===== src/rtl/simd_alu_pkg.sv =====
package simd_alu_pkg;

    localparam int WORD_W   = 32;
    localparam int OVF_BIT  = 20;
    localparam int COND_LSB = 24;
    localparam int COND_W   = 4;

    typedef enum logic [2:0] {
        OP_ADD  = 3'd0,
        OP_SUB  = 3'd1,
        OP_HADD = 3'd2,
        OP_HSUB = 3'd3,
        OP_ABS  = 3'd4,
        OP_CEQ  = 3'd5,
        OP_CLT  = 3'd6,
        OP_CLE  = 3'd7
    } alu_op_e;

    typedef struct packed {
        logic [WORD_W-1:0] result;
        logic [WORD_W-1:0] ctrl;
        logic [COND_W-1:0] mask;
    } alu_state_t;

endpackage


===== src/rtl/simd_lane_unit.sv =====
module simd_lane_unit
    import simd_alu_pkg::*;
#(
    parameter int W = 8
) (
    input  logic [W-1:0] a,
    input  logic [W-1:0] b,
    input  alu_op_e      op,
    input  logic         sgn,
    input  logic         sat,
    input  logic         rnd,
    output logic [W-1:0] res,
    output logic         ovf,
    output logic         cc
);
    localparam int XW = W + 2;

    logic [XW-1:0] ea, eb, sa_ext, neg_a, full, half;
    logic [W-1:0]  hi_lim, lo_lim, smax, smin;
    logic          is_sub, fits, s_fit, u_fit;

    always_comb begin
        ea     = sgn ? {{2{a[W-1]}}, a} : {2'b00, a};
        eb     = sgn ? {{2{b[W-1]}}, b} : {2'b00, b};
        sa_ext = {{2{a[W-1]}}, a};
        neg_a  = '0 - sa_ext;
        is_sub = (op == OP_SUB) || (op == OP_HSUB);
        full   = is_sub ? (ea - eb) : (ea + eb);
        half   = full + {{(XW-1){1'b0}}, rnd};
        s_fit  = (full[W+1:W-1] == 3'b000) || (full[W+1:W-1] == 3'b111);
        u_fit  = (full[W+1:W] == 2'b00);
        fits   = sgn ? s_fit : u_fit;
        smax   = {1'b0, {(W-1){1'b1}}};
        smin   = {1'b1, {(W-1){1'b0}}};
        hi_lim = sgn ? smax : {W{1'b1}};
        lo_lim = sgn ? smin : {W{1'b0}};

        res = '0;
        ovf = 1'b0;
        cc  = 1'b0;
        unique case (op)
            OP_ADD, OP_SUB: begin
                ovf = !fits;
                if (!fits && sat)
                    res = full[W+1] ? lo_lim : hi_lim;
                else
                    res = full[W-1:0];
            end
            OP_HADD, OP_HSUB: res = half[W:1];
            OP_ABS: begin
                if (a == smin) begin
                    res = smax;
                    ovf = 1'b1;
                end else if (a[W-1]) begin
                    res = neg_a[W-1:0];
                end else begin
                    res = a;
                end
            end
            OP_CEQ: cc = (ea == eb);
            OP_CLT: cc = ($signed(ea) < $signed(eb));
            OP_CLE: cc = ($signed(ea) <= $signed(eb));
            default: res = '0;
        endcase
    end
endmodule


===== src/rtl/simd_fmt_merge.sv =====
module simd_fmt_merge
    import simd_alu_pkg::*;
#(
    parameter int NW = 8,
    parameter int NN = 4,
    parameter int WW = 16,
    parameter int WN = 2
) (
    input  logic [NN*NW-1:0] n_res,
    input  logic [NN-1:0]    n_ovf,
    input  logic [NN-1:0]    n_cc,
    input  logic [WN*WW-1:0] w_res,
    input  logic [WN-1:0]    w_ovf,
    input  logic [WN-1:0]    w_cc,
    input  logic             wide,
    output logic [WORD_W-1:0] word,
    output logic              ovf_any,
    output logic [COND_W-1:0] cc_bits
);
    always_comb begin
        if (wide) begin
            word    = w_res;
            ovf_any = |w_ovf;
            cc_bits = '0;
            cc_bits[WN-1:0] = w_cc;
        end else begin
            word    = n_res;
            ovf_any = |n_ovf;
            cc_bits = '0;
            cc_bits[NN-1:0] = n_cc;
        end
    end
endmodule


===== src/rtl/simd_lane_alu.sv =====
module simd_lane_alu
    import simd_alu_pkg::*;
#(
    parameter int NARROW_W = WORD_W / 4,
    parameter int WIDE_W   = WORD_W / 2
) (
    input  logic              clk,
    input  logic              rst,
    input  logic              valid,
    input  logic [WORD_W-1:0] op_a,
    input  logic [WORD_W-1:0] op_b,
    input  logic              lane_fmt,
    input  logic              is_signed,
    input  logic              saturate,
    input  logic              round,
    input  logic [2:0]        opcode,
    input  logic              cmp_gen,
    output logic [WORD_W-1:0] result,
    output logic [WORD_W-1:0] ctrl,
    output logic [COND_W-1:0] cmp_mask
);
    localparam int N_NARROW = WORD_W / NARROW_W;
    localparam int N_WIDE   = WORD_W / WIDE_W;

    alu_op_e    op;
    alu_state_t st_d, st_q;

    logic [WORD_W-1:0]   n_res, w_res, word;
    logic [N_NARROW-1:0] n_ovf, n_cc;
    logic [N_WIDE-1:0]   w_ovf, w_cc;
    logic                ovf_any;
    logic [COND_W-1:0]   cc_bits;

    assign op = alu_op_e'(opcode);

    for (genvar i = 0; i < N_NARROW; i++) begin : g_narrow
        simd_lane_unit #(.W(NARROW_W)) u_lane (
            .a   (op_a[i*NARROW_W +: NARROW_W]),
            .b   (op_b[i*NARROW_W +: NARROW_W]),
            .op  (op),
            .sgn (is_signed),
            .sat (saturate),
            .rnd (round),
            .res (n_res[i*NARROW_W +: NARROW_W]),
            .ovf (n_ovf[i]),
            .cc  (n_cc[i])
        );
    end

    for (genvar j = 0; j < N_WIDE; j++) begin : g_wide
        simd_lane_unit #(.W(WIDE_W)) u_lane (
            .a   (op_a[j*WIDE_W +: WIDE_W]),
            .b   (op_b[j*WIDE_W +: WIDE_W]),
            .op  (op),
            .sgn (is_signed),
            .sat (saturate),
            .rnd (round),
            .res (w_res[j*WIDE_W +: WIDE_W]),
            .ovf (w_ovf[j]),
            .cc  (w_cc[j])
        );
    end

    simd_fmt_merge #(
        .NW(NARROW_W), .NN(N_NARROW), .WW(WIDE_W), .WN(N_WIDE)
    ) u_merge (
        .n_res   (n_res),
        .n_ovf   (n_ovf),
        .n_cc    (n_cc),
        .w_res   (w_res),
        .w_ovf   (w_ovf),
        .w_cc    (w_cc),
        .wide    (lane_fmt),
        .word    (word),
        .ovf_any (ovf_any),
        .cc_bits (cc_bits)
    );

    always_comb begin
        st_d = st_q;
        if (valid) begin
            unique case (op)
                OP_ADD, OP_SUB, OP_HADD, OP_HSUB, OP_ABS: begin
                    st_d.result = word;
                    if (ovf_any)
                        st_d.ctrl[OVF_BIT] = 1'b1;
                end
                default: begin
                    st_d.ctrl[COND_LSB +: COND_W] = cc_bits;
                    st_d.mask = cc_bits;
                    if (cmp_gen)
                        st_d.result = {{(WORD_W-COND_W){1'b0}}, cc_bits};
                end
            endcase
        end
    end

    always_ff @(posedge clk) begin
        if (rst)
            st_q <= '0;
        else
            st_q <= st_d;
    end

    assign result   = st_q.result;
    assign ctrl     = st_q.ctrl;
    assign cmp_mask = st_q.mask;
endmodule


===== config.mk =====
export PLATFORM = sky130hd
export DESIGN_NAME = simd_lane_alu
export DESIGN_NICKNAME = d
export VERILOG_FILES = /design/src/rtl/simd_alu_pkg.sv /design/src/rtl/simd_lane_unit.sv /design/src/rtl/simd_fmt_merge.sv /design/src/rtl/simd_lane_alu.sv
export SDC_FILE = /design/constraint.sdc
export NUM_CORES = 1
export LEC_CHECK = 0
export BUFFER_PORTS_ARGS = -buffer_cell sky130_fd_sc_hd__buf_4
export CORE_MARGIN = 1.5
export CORE_UTILIZATION = 25
export CTS_CLUSTER_DIAMETER = 100
export DETAILED_ROUTE_END_ITERATION = 10
export GPL_TIMING_DRIVEN = 0
export HOLD_SLACK_MARGIN = 0.05
export PLACE_DENSITY_LB_ADDON = 0.2
export SLEW_MARGIN = 25
export SYNTH_ARGS = -nofsm -noshare
export SYNTH_HDL_FRONTEND = slang
export SYNTH_SLANG_ARGS = --single-unit

===== constraint.sdc =====
create_clock -name clk -period 5.65 [get_ports clk]
set_input_delay 0.2825 -clock clk [delete_from_list [all_inputs] [get_ports clk]]
set_output_delay 0.2825 -clock clk [all_outputs]
set_load 0.02 [all_outputs]

Yosys cells after proc, flatten, opt, wreduce, memory -nomap -nowiden
Cells that the tools add are included.
Word-level totals
  bits of input ports: 75
  bits in registers: 37
  output and inout bits: 68
Cells by class
  reduce and logical (&&, ||, !) cells: 41
  $lt $le $gt $ge: 12
  muxes and demuxes: 81
  equal/unequal tests: 25
  bitwise operators: 1
  $add $sub $neg: 24
Operators with widths (number)
  two-way mux 16 bit: 10
  two-way mux 8 bit: 18
  two-way mux 10 bit: 12
  two-way mux 18 bit: 6
  two-way mux 32 bit: 3
  one-hot mux 16 bit (3 select lines): 2
  one-hot mux 8 bit (3 select lines): 4
  adder 10 bit: 4
  equality test 10 bit: 4
  <= comparator 10 bit: 4
  < comparator 10 bit: 4
  subtractor 10 bit: 4
  adder 18 bit: 2
  adder 9 x 1 -> 9 bit: 4
  equality test 18 bit: 2
  <= comparator 18 bit: 2
  < comparator 18 bit: 2
  subtractor 18 bit: 2
  adder 17 x 1 -> 17 bit: 2
  equality test 16 bit (second input constant): 2
  equality test 8 bit (second input constant): 4
  subtractor 1 x 16 -> 16 bit (first input constant): 2
  subtractor 1 x 8 -> 8 bit (first input constant): 4
  equality test 3 bit (second input constant): 10
  other kinds (18): 71

Depth between registers and ports, before layout
  depth in word-level cells: 12
  mapped depth: 17
  depth with buffers taken out: 16

Hierarchy
Synthesis repeated with hierarchy kept, for this count alone.
Second synthesis, totals
  cells, all modules: 2050
  area total of the unflattened synthesis: 14865.5 µm²
By module, submodules not included
  simd_lane_unit (g_narrow[0].u_lane ...): cells each 232, area each 1654.1 µm², times used 3
  simd_lane_unit (g_wide[1].u_lane): cells each 452, area each 3103.0 µm², times used 1
  simd_lane_unit (g_wide[0].u_lane): cells each 451, area each 2962.8 µm², times used 1
  simd_lane_alu: cells each 172, area each 1664.1 µm², times used 1
  simd_lane_unit (g_narrow[1].u_lane): cells each 236, area each 1590.3 µm², times used 1
  simd_fmt_merge: cells each 43, area each 583.1 µm², times used 1

Worst setup path before layout
No wires, ideal clock.
  path type: input to register
  from: input port is_signed
  to: register st_q, in the netlist result[9]
  setup slack: 2079 ps
  library setup time: 130 ps
  cell stages on the path: 16
  data arrival time: 3441 ps
  data required time: 5520 ps
  cell sequence: clkbuf_1 > buf_1 > buf_8 > and2_1 > ha_1 > nor3_1 > and2_1 > nand2_1 > a221oi_1 > xnor2_1 > mux2i_1 > or2_2 > clkbuf_1 > a21oi_1 > a2111oi_0 > o31ai_1
On the way
  longest elaborated chain between the ends: 12
  elaborated cells on any way between the ends: 32
  classes of those cells: add/sub: 4; eq/ne: 2; mux: 16; reduce/logical: 10
Ends and longest elaborated chain
  start, declared: RTL line simd_lane_alu.sv:13  | input logic is_signed,
  two-way mux 18 bit (tied with other cells): RTL line simd_lane_unit.sv:23  | ea = sgn ? {{2{a[W-1]}}, a} : {2'b00, a};
  adder 18 bit (tied with other cells): RTL line simd_lane_unit.sv:28  | full = is_sub ? (ea - eb) : (ea + eb);
  two-way mux 18 bit / two-way mux 10 bit (equally long branches): RTL line simd_lane_unit.sv:28
  equality test 3 bit / logical NOT 3 bit (equally long branches): RTL line simd_lane_unit.sv:30  | s_fit = (full[W+1:W-1] == 3'b000) || (full[W+1:W-1] == 3'b111);
  logical OR 1 bit: RTL line simd_lane_unit.sv:30
  two-way mux 1 bit: RTL line simd_lane_unit.sv:32  | fits = sgn ? s_fit : u_fit;
  logical NOT 1 bit: RTL line simd_lane_unit.sv:44  | if (!fits && sat)
  logical AND 1 bit: RTL line simd_lane_unit.sv:44
  two-way mux 16 bit / two-way mux 8 bit (equally long branches): RTL line simd_lane_unit.sv:44
  one-hot mux 16 bit (3 select lines) / one-hot mux 8 bit (3 select lines) (equally long branches): RTL line simd_lane_unit.sv:41  | unique case (op)
  two-way mux 32 bit (*): RTL line simd_fmt_merge.sv:21  | if (wide) begin
  two-way mux 32 bit (*): RTL line simd_lane_alu.sv:82  | unique case (op)
  end signal, assigned: RTL line simd_lane_alu.sv:102  | st_q <= st_d;
  end, declared: RTL line simd_lane_alu.sv:26  | alu_state_t st_d, st_q;
Mark *: on every way between the ends. The rest lies on a longest branch, timed or not.
A chain may end at the register's enable or synchronous reset.

Worst setup path in the final report
Same ends and word-level chain as after synthesis.

==> metrics.md <==
| Metric | Value |
|---|---|
| Status | finished, final reports clean |
| Sequential-to-total area share from yosys stat | 6.98% |
| Hold Buf Count CTS | 0 |
| Via density | 5.57 |
| Root Buffer | clkbuf_16 |
| Share of cells above drive strength 1 | 15.1% |
| DR WL/cell | 22.6 um |
| Top FF cell, synth | dfxtp_1 |
| Antenna violations before repair | 0 |
| Diode count | 0 |
| DRC | 0 |
| Initial core utilization | 25.3% |
| # IOs | 143 |
| Max Cap Viol | 0 |
| Final nets | 1856 |
| Routability cong. | 0.943 |
| Crit-path leading delay family | compound AO/OA/AOI/OAI gates |
| Switch Pwr | 1.07 mW |
| Cell Pwr Density | 163 nW/um2 |
| H-tree levels | 2 |
| DP HPWL | 41400 um |
| Worst-path cell chain | buf_4 -> clkbuf_1 -> buf_1 -> buf_8 -> and2_1 -> ha_1 -> o311ai_0 -> a21oi_1 -> a221oi_1 -> xnor2_1 -> mux2i_1 -> or2_2 -> clkbuf_1 -> a21oi_1 -> a2111oi_1 -> o31ai_1 |
| WHS | 0.412 ns |
| Most frequent cell after synthesis | a21oi_1 |
| Area growth, synth to finish | 16.7% |
| First-pass GRT wire length | 74800 um |
| CP Launch Type | primary input |
| Clk Latency, worst-skew pair | 0.30 ns |
| Hold WC Path Type | primary input to flop |
| Crit end category | flop |
| ANT nets after route | 0 |
| Final Skew | 0 ns |
| Ys async rst share | 0% |
| Largest area contributor in the netlist | ha_1 |
| Final core utilization | 29.5% |
| DR iter-0 viols | 1099 |
| R2R Path End | result[25]$_SDFFE_PP0P_ |
| Switching share of power | 53.1% |
| Internal | 948 uW |
| Crit path DAT | 5.28 ns |
| Synthesized area per cell | 6.89 um2 |
| Final worst path period need | 5.11 ns |
| Overflow after GRT | 0 |
| Register-to-register setup slack | 4.21 ns |
| Row count | 75 |
| Relative slew slack | 32.0% |
| Comb pwr share | 70.1% |
| Number of global-route vias before repair | 12000 |
| Reg power frac | 14.5% |
| R2r worst-path depth | 4 |
| Worst slew pin tran | 1.01 ns |
| Area of the core | 41900 um2 |
| Post-synth EDFFs | 0 |
| Worst setup path class | primary input to flop |
| Worst path max stage delay | 0.78 ns |
| Max stage delay cell, worst path | a2111oi_1 |
| Hold Path Origin | cmp_gen |
| Pin count of the biggest net entering global routing | 15 |
| 1st-pass router iterations | 5 |
| Global Route Usage Sum | 22.3% |
| Post-CTS Setup Bufs | 0 |
| Final worst path period share | 90.5% |
| Hold path depth | 4 |
| Max clock buf depth | 2 |
| Worst Path Required | 5.82 ns |
| P_leak | 4.99 nW |
| Power share of the clock group | 15.3% |
| Filler Cells Inserted | 4678 |
| Library cells used by synthesis | 103 |
| DR vias | 12400 |
| Final setup TNS | 0 ns |
| Top cells by count, synth | a21oi_1 (141), nand2_1 (137), nor2_1 (125) |
| Num CTS Buffers | 5 |
| Netlist Area Pre-Place | 10600 um2 |
| Crit-path max FO | 10 |
| Die width | 209 um |
| #FFs+latches synth | 37 |
| Peak Freq | 0.196 GHz |
| Reg2reg start | result[25]$_SDFFE_PP0P_ |
| TritonCTS clock tree | built |
| Bufs and invs on worst path | 5 |
| Die Y | 209 um |
| WHS Endpoint | result[25]$_SDFFE_PP0P_ |
| Final setup fails | 0 |
| Overall routed net length | 50300 um |
| Clk sinks | 37 |
| Clk slew on worst S/H paths | 0.07 ns |
| Post-Synthesis Cells | 1539 |
| Post-synth top area share | 10.5% |
| Synth area leaders | ha_1 (10%), xnor2_1 (7.3%), dfxtp_1 (7.0%), a21oi_1 (6.7%), o21ai_0 (5.3%) |
| Post-CTS resize count | 0 |
| Total die area | 43700 um2 |
| # port buffers | 112 |
| Final hold vios | 0 |
| Synth warn | 0 |
| Max Slew Vio Count | 0 |
| Unrepaired setup endpoints after global routing | no |
| Peak supply drop | 0.0900 mV |
## logic make-up after synthesis
family,Yosys count,synth area share (%)
flip-flops,37,6.98
other,1,0.0354
AO/OA/AOI/OAI,513,32.8
AND/OR/NAND/NOR,539,26.0
XOR/XNOR,121,10.2
multiplexers,16,1.55
adder cells (fa/ha/maj),97,12.0
buffers and inverters,215,10.4
## power groups by stage
stage | clock (mW) | combinational (mW) | sequential, mW
6_report | 0.310 | 1.42 | 0.294
5_1_grt | 0.319 | 1.53 | 0.296
4_1_cts | 0.311 | 1.40 | 0.294
3_5_place_dp | 0 | 1.39 | 0.300
3_3_place_gp | 0 | 1.39 | 0.300
2_1_floorplan | 0 | 0.915 | 0.316
## registers in the layout (all words and copies together), names as in the netlist
name / cells
ctrl: 5
result: 32
## stage by stage
step                      power (mW)  worst slack [ns]  cell area (um2)  instances
final                           2.02             0.539            12400       2224
after global placement          1.69            0.0278            12200       2216
after floorplan                 1.23              2.08            10700       1565
after CTS                       2.00             0.631            12400       2224
after detailed placement        1.69             0.319            12200       2216
after global routing            2.14             0.364            12400       2224
## how the worst max path moves through the flow
stage | end | start | depth (start not counted)
finish | result[9]$_SDFFE_PP0P_ | is_signed | 16
global route | result[25]$_SDFFE_PP0P_ | is_signed | 15
CTS | result[9]$_SDFFE_PP0P_ | is_signed | 16
detailed placement | result[9]$_SDFFE_PP0P_ | is_signed | 16
global placement | result[9]$_SDFFE_PP0P_ | is_signed | 16
floorplan | result[9]$_SDFFE_PP0P_ | is_signed | 16
## cells in the final DEF, fill, tap and decap left out, types with 17 or more instances in the layout
| cell type | instances |
|---|---|
| a211oi_1 | 27 |
| a21o_1 | 21 |
| a21oi_1 | 141 |
| and2_1 | 17 |
| buf_4 | 150 |
| clkbuf_1 | 59 |
| conb_1 | 27 |
| dfxtp_1 | 37 |
| ha_1 | 89 |
| inv_1 | 87 |
| nand2_1 | 137 |
| nand2b_1 | 20 |
| nand3_1 | 46 |
| nand4_1 | 17 |
| nor2_1 | 125 |
| nor2b_1 | 31 |
| nor3_1 | 44 |
| o211ai_1 | 26 |
| o21ai_0 | 112 |
| o31ai_1 | 19 |
| or3_1 | 17 |
| xnor2_1 | 88 |
| xor2_1 | 30 |
## worst reg2reg max path: stages, from the launching register on
cell and delay [ns]:
dfxtp_1 0.33, nand2_1 0.15, o211ai_1 0.14, a311oi_1 0.53, a2111oi_0 0.13
## metal layers
layer  GRT usage [%]  up-vias  wire [um]
met5               0        -          0
met4            6.25        0       1360
met3            2.12       62       2920
met2            38.4      479      24000
met1            29.6     6010      22100
li1                -     5829          -
## area by class of cell
| cell class | count | area [um2] | area share [%] |
|---|---|---|---|
| multi-input combinational | 1313 | 8860 | 71.6 |
| timing repair buffer | 112 | 841 | 6.79 |
| buffer | 128 | 781 | 6.31 |
| sequential | 37 | 741 | 5.98 |
| tap | 539 | 674 | 5.45 |
| inverter | 87 | 327 | 2.64 |
| clock buffer | 5 | 125 | 1.01 |
| clock inverter | 3 | 25.0 | 0.202 |
Note: power is estimated with default switching activity, not from simulation.
